`config.mk`:
```
export PLATFORM = sky130hd
export DESIGN_NAME = smm_seq
export DESIGN_NICKNAME = d
export VERILOG_FILES = /design/src/rtl/smm_seq_pkg.sv /design/src/rtl/smm_addr_gen.sv /design/src/rtl/smm_ctx_buf.sv /design/src/rtl/smm_seq.sv
export SDC_FILE = /design/constraint.sdc
export NUM_CORES = 1
export LEC_CHECK = 0
export BUFFER_PORTS_ARGS = -buffer_cell sky130_fd_sc_hd__buf_4
export CORE_AREA = 2 2 167 169
export DETAILED_ROUTE_END_ITERATION = 10
export DIE_AREA = 0 0 169 171
export SETUP_SLACK_MARGIN = 0.1
export SKIP_CTS_REPAIR_TIMING = 1
export SLEW_MARGIN = 40
export SYNTH_ARGS = -nofsm -noshare
export SYNTH_HDL_FRONTEND = slang
export SYNTH_SLANG_ARGS = --single-unit
```
`constraint.sdc`:
```
create_clock -name clk -period 5.9 [get_ports clk]
set_input_delay 1.18 -clock clk [delete_from_list [all_inputs] [get_ports clk]]
set_output_delay 1.18 -clock clk [all_outputs]
set_load 0.03 [all_outputs]
```
`src/rtl/smm_seq_pkg.sv`:
```
`timescale 1ns/1ps
package smm_seq_pkg;
    typedef enum logic [2:0] {
        ST_IDLE,
        ST_ACT,
        ST_SAVE,
        ST_ENTER,
        ST_HND,
        ST_REST,
        ST_EXIT
    } smm_st_e;
endpackage

```
`src/rtl/smm_addr_gen.sv`:
```
`timescale 1ns/1ps
// Slot and handler address arithmetic relative to the SMRAM base.
module smm_addr_gen #(
    parameter int AW = 32,
    parameter int IW = 2,
    parameter int STEP = 4,
    parameter logic [AW-1:0] TOP_OFS = 'hFFFC,
    parameter logic [AW-1:0] HDL_OFS = 'h8000
) (
    input  logic [AW-1:0] base,
    input  logic [IW-1:0] idx,
    output logic [AW-1:0] slot_addr,
    output logic [AW-1:0] hdl_addr
);
    localparam logic [AW-1:0] STEP_W = AW'(STEP);

    assign slot_addr = base + TOP_OFS - (AW'(idx) * STEP_W);
    assign hdl_addr  = base + HDL_OFS;
endmodule

```
`src/rtl/smm_ctx_buf.sv`:
```
`timescale 1ns/1ps
// Context snapshot / restore buffer, one register per word.
module smm_ctx_buf #(
    parameter int NREG = 4,
    parameter int DW = 32,
    parameter int IW = 2
) (
    input  logic               clk,
    input  logic               rst_n,
    input  logic               cap,
    input  logic [NREG*DW-1:0] cap_data,
    input  logic               wr,
    input  logic [IW-1:0]      widx,
    input  logic [DW-1:0]      wdata,
    input  logic [IW-1:0]      ridx,
    output logic [DW-1:0]      rdata,
    output logic [NREG*DW-1:0] words
);
    logic [DW-1:0] word_q [NREG];

    for (genvar g = 0; g < NREG; g++) begin : g_word
        always_ff @(posedge clk or negedge rst_n) begin
            if (!rst_n) begin
                word_q[g] <= '0;
            end else if (cap) begin
                word_q[g] <= cap_data[g*DW +: DW];
            end else if (wr && (widx == IW'(g))) begin
                word_q[g] <= wdata;
            end
        end
        assign words[g*DW +: DW] = word_q[g];
    end

    assign rdata = word_q[ridx];
endmodule

```
`src/rtl/smm_seq.sv`:
```
`timescale 1ns/1ps
module smm_seq #(
    parameter int NREG = 4,
    parameter int DW = 32,
    parameter int AW = 32,
    parameter logic [AW-1:0] BASE_RST = 'h0003_0000,
    parameter logic [AW-1:0] TOP_OFS  = 'h0000_FFFC,
    parameter logic [AW-1:0] HDL_OFS  = 'h0000_8000
) (
    input  logic               clk,
    input  logic               rst_n,
    input  logic               srst,
    input  logic               smi_req,
    input  logic               rsm,
    input  logic               overlay,
    input  logic               base_wr,
    input  logic [AW-1:0]      base_wdata,
    input  logic [NREG*DW-1:0] ctx_in,
    output logic               mem_valid,
    output logic               mem_we,
    output logic [AW-1:0]      mem_addr,
    output logic [DW-1:0]      mem_wdata,
    input  logic               mem_ready,
    input  logic [DW-1:0]      mem_rdata,
    output logic               smiact,
    output logic               mode,
    output logic               flush_req,
    output logic               pc_load,
    output logic [AW-1:0]      pc_val,
    output logic               ctx_load,
    output logic [NREG*DW-1:0] ctx_out
);
    import smm_seq_pkg::*;

    localparam int IW = (NREG > 1) ? $clog2(NREG) : 1;
    localparam int STEP = DW / 8;
    localparam logic [IW-1:0] LAST = IW'(NREG - 1);

    typedef struct packed {
        smm_st_e       st;
        logic [IW-1:0] idx;
        logic [AW-1:0] base;
        logic          pend;
        logic          flush;
        logic          mode;
    } seq_t;

    localparam seq_t SEQ_RST = '{st: ST_IDLE, idx: '0, base: BASE_RST,
                                 pend: 1'b0, flush: 1'b0, mode: 1'b0};

    seq_t q, d;
    logic cap, buf_wr;
    logic [AW-1:0] slot_addr, hdl_addr;
    logic [DW-1:0] buf_word;

    smm_addr_gen #(
        .AW(AW), .IW(IW), .STEP(STEP), .TOP_OFS(TOP_OFS), .HDL_OFS(HDL_OFS)
    ) addr_i (
        .base(q.base), .idx(q.idx), .slot_addr(slot_addr), .hdl_addr(hdl_addr)
    );

    smm_ctx_buf #(.NREG(NREG), .DW(DW), .IW(IW)) buf_i (
        .clk(clk), .rst_n(rst_n), .cap(cap), .cap_data(ctx_in),
        .wr(buf_wr), .widx(q.idx), .wdata(mem_rdata),
        .ridx(q.idx), .rdata(buf_word), .words(ctx_out)
    );

    always_comb begin
        d      = q;
        cap    = 1'b0;
        buf_wr = 1'b0;
        if (srst) begin
            d.st    = ST_IDLE;
            d.idx   = '0;
            d.pend  = 1'b0;
            d.flush = 1'b0;
            d.mode  = 1'b0;
        end else begin
            if (base_wr && (q.st == ST_IDLE || q.st == ST_HND)) begin
                d.base = base_wdata;
            end
            if (q.st != ST_IDLE) begin
                d.pend = q.pend | smi_req;
            end
            unique case (q.st)
                ST_IDLE: begin
                    if (q.pend || smi_req) begin
                        d.st    = ST_ACT;
                        d.pend  = 1'b0;
                        d.flush = overlay;
                        cap     = 1'b1;
                    end
                end
                ST_ACT: begin
                    d.st  = ST_SAVE;
                    d.idx = '0;
                end
                ST_SAVE: begin
                    if (mem_ready) begin
                        if (q.idx == LAST) begin
                            d.st   = ST_ENTER;
                            d.mode = 1'b1;
                            d.idx  = '0;
                        end else begin
                            d.idx = q.idx + 1'b1;
                        end
                    end
                end
                ST_ENTER: d.st = ST_HND;
                ST_HND: begin
                    if (rsm) begin
                        d.st  = ST_REST;
                        d.idx = '0;
                    end
                end
                ST_REST: begin
                    if (mem_ready) begin
                        buf_wr = 1'b1;
                        if (q.idx == LAST) begin
                            d.st  = ST_EXIT;
                            d.idx = '0;
                        end else begin
                            d.idx = q.idx + 1'b1;
                        end
                    end
                end
                ST_EXIT: begin
                    d.st   = ST_IDLE;
                    d.mode = 1'b0;
                end
                default: d.st = ST_IDLE;
            endcase
        end
    end

    always_ff @(posedge clk or negedge rst_n) begin
        if (!rst_n) q <= SEQ_RST;
        else        q <= d;
    end

    assign smiact    = (q.st != ST_IDLE);
    assign mode      = q.mode;
    assign flush_req = (q.st == ST_ACT) && q.flush;
    assign mem_valid = (q.st == ST_SAVE) || (q.st == ST_REST);
    assign mem_we    = (q.st == ST_SAVE);
    assign mem_addr  = slot_addr;
    assign mem_wdata = buf_word;
    assign pc_load   = (q.st == ST_ENTER) || (q.st == ST_EXIT);
    assign pc_val    = (q.st == ST_EXIT) ? AW'(ctx_out[DW-1:0]) : hdl_addr;
    assign ctx_load  = (q.st == ST_EXIT);
endmodule

```
==> impl_metrics.json <==
{
  "die_w_um": 169,
  "syn_inst": 1067,
  "synthTopCellsByArea": "dfrtp_1 (42%), o21ai_0 (8.2%), mux4_2 (7.2%), a21oi_1 (6.7%), nand2_1 (6.7%)",
  "dp_slack_ns": 1.62,
  "r2r-start": "q[37]",
  "fin_crit_sh_pct": 80.5,
  "crit_path_end": "mem_addr[30]",
  "core_area_um2": 27300,
  "path_clk_slew_ns": 0.08,
  "rsz0062_at_grt": "false",
  "die_h_um": 171,
  "yosysMostFrequentCell": "nand2_1",
  "rr_endpoint": "buf_i.words[16]",
  "end_kind": "output pin",
  "power_density_nw_per_um2": 700,
  "vias": 9457,
  "netlist-cell-type-count": 60,
  "worstPathBufferInverterCount": 1,
  "status": "complete, no violations",
  "syn_nets": 1308,
  "grt_pass1_vias": 9332,
  "cts.path.max_buffers": 2,
  "hp-class": "flip-flop to flip-flop",
  "grt_usage_pct": 26.2,
  "synth_edf_count": 0,
  "start_util_pct": 36.4,
  "synth_warnings": 0,
  "critPathSlowestCell": "or4_4",
  "grt_max_degree": 95,
  "slew-limit-headroom_pct": 46.0,
  "dieArea_um2": 28900,
  "leakage_nw": 6.92,
  "period_needed_ns": 4.75,
  "ctsHtreeMaxLevel": 4,
  "layout-drive-gt1-share_pct": 37.8,
  "path_depth": 8,
  "skew_ns": 0.0202,
  "cts_tree": "built",
  "avgViaCountPerCell": 5.18,
  "grt_antenna_before_repair": 2,
  "cp.required_ns": 4.72,
  "crit_family": "simple AND/OR/NAND/NOR gates",
  "top_layer_used": "met4",
  "dr.pass1.iters": 5,
  "postSynth.asyncResetShare_pct": 100,
  "grt_first_pass_wirelength_um": 57200,
  "place_congestion": 0.924,
  "drtIter0Drc": 724,
  "synth_top_area_share_pct": 41.8,
  "startpoint_type": "flip-flop",
  "finalHoldViolations": 0,
  "hold_depth": 2,
  "synthFlopType": "dfrtp_1",
  "path_cells": "or4_4, or4_4, or4b_4, a41oi_4, o21ai_2, a311oi_2, xnor2_1, buf_4",
  "yosysSeqAreaShare_pct": 42.3,
  "synthTopCellsByCount": "nand2_1 (177), dfrtp_1 (166), o21ai_0 (162)",
  "max-cap-violations": 0,
  "setup_viol": 0,
  "wl_per_cell_um": 21.3,
  "ant_nets": 0,
  "globalRouteOverflowTotal": 0,
  "io_buffers": 430,
  "path_max_fanout": 6,
  "synth_area_per_cell_um2": 9.32,
  "cts-root-buf": "clkbuf_16",
  "areaGrowthSynthToFinish_pct": 42.1,
  "nets": 1706,
  "rows": 61,
  "cts.sinks": 168,
  "met3_length_um": 2450,
  "worst_pin_slew_ns": 0.808,
  "synth_seq_cells": 168,
  "slew_viol_final": 0,
  "r2r_setup_slack_ns": 2.91,
  "hpwl_um": 29400,
  "startpoint": "q[10]",
  "path_class": "flip-flop to output pin",
  "m1WireLength_um": 17100,
  "clkLatencyLatePin_ns": 0.44,
  "io_pins": 431,
  "max_stage_delay_ns": 0.58,
  "syn-cell-area_um2": 9940,
  "worst_path_most_repeated_cell": "or4_4",
  "ir_drop_mv": 0.298,
  "wirelength_um": 38800,
  "routed-wl-met2_um": 18000,
  "cts_made_buffers": 17,
  "max_freq_ghz": 0.210,
  "drcViolationCount": 0,
  "arrival_ns": 3.57,
  "setup_ws_ns": 1.15,
  "synth_top_cell_by_area": "dfrtp_1",
  "antenna-diode-count": 0,
  "r2r_cells": 8,
  "timing.setup.tns_ns": 0
}
-- worst register-to-register path: stages (launching register included) --
cell	delay, ns
dfrtp_1	0.52
nor2_1	0.30
nand2_1	0.19
nor3_2	0.24
buf_4	0.35
buf_4	0.67
nor2b_1	0.26
a21oi_1	0.25
o21ai_0	0.10
-- flip-flops by register name (all words and copies together) (netlist names) --
| register | flops |
|---|---|
| buf_i.words | 128 |
| q | 39 |
| mode | 1 |
-- area by class of cell --
type	count	area, um^2
sequential	168	4210
clock inverter	14	173
clock buffer	18	429
multi-input combinational	800	5390
inverter	33	124
timing repair buffer	445	3360
fill	2619	13200
tap	346	433
-- worst min path at each step --
| stage | from | to | slack (ns) |
|---|---|---|---|
| global route | buf_i.words[98] | buf_i.words[98] | 0.55 |
| CTS | buf_i.words[100] | buf_i.words[100] | 0.51 |
| floorplan | q[3] | q[3] | 0.50 |
| detailed placement | buf_i.words[100] | buf_i.words[100] | 0.49 |
| finish | buf_i.words[100] | buf_i.words[100] | 0.51 |
| global placement | buf_i.words[100] | buf_i.words[100] | 0.48 |
-- layer usage --
layer	up-vias	GRT usage, %
met2	349	40.5
met1	4491	36.0
met4	0	9.85
li1	4550	-
met3	67	5.92
met5	-	0
-- metrics by stage --
step           hold slack, ns  instance area (um^2)  std cells  power (W)  util [%]
6_report                0.510                 14100       1824    0.00988      51.7
5_1_grt                 0.554                 14100       1824     0.0105      51.7
4_1_cts                 0.509                 14100       1823    0.00991      51.6
3_5_place_dp            0.493                 13500       1791    0.00872      49.4
3_3_place_gp            0.484                 13500       1791    0.00869      49.4
2_1_floorplan           0.499                  9940       1067    0.00624         -
-- where the power goes --
part           leakage [nW]  switching, W  internal, W
clock                 0.291      0.000559     0.000610
combinational          4.54       0.00393      0.00242
sequential             2.09      0.000686      0.00168
total                  6.92       0.00517      0.00471
-- placed cells by master (no fill, tap or decap), types with 3 or more instances in the layout --
master,Yosys,routed
buf_4,2,441
nand2_1,177,176
dfrtp_1,166,164
o21ai_0,162,162
a21oi_1,134,131
ha_1,41,41
nor2_1,37,37
nor2b_1,34,34
mux2i_1,33,33
xnor2_1,32,32
mux4_2,32,32
inv_1,31,31
mux2_2,25,25
clkbuf_16,0,17
xor2_1,13,13
nor3_1,8,7
nand3_1,6,6
and3_1,6,6
a21o_1,6,6
inv_6,0,6
nand4_1,4,4
a31oi_1,4,4
o21a_1,3,3
or2_2,3,3
a21oi_4,0,3
nand3b_1,3,3
inv_8,0,3
clkinv_8,0,3
-- logic make-up after synthesis --
family	count (synthesis)	share of synthesized area (%)
adders and majority gates	41	5.16
xor gates and xnor gates	45	3.96
muxes	90	13.4
AOI/OAI and AO/OA	329	17.8
buffers and inverters	99	3.90
DFF	168	42.3
and+or+nand+nor	295	13.4
Power figures use the tool's default switching activity.
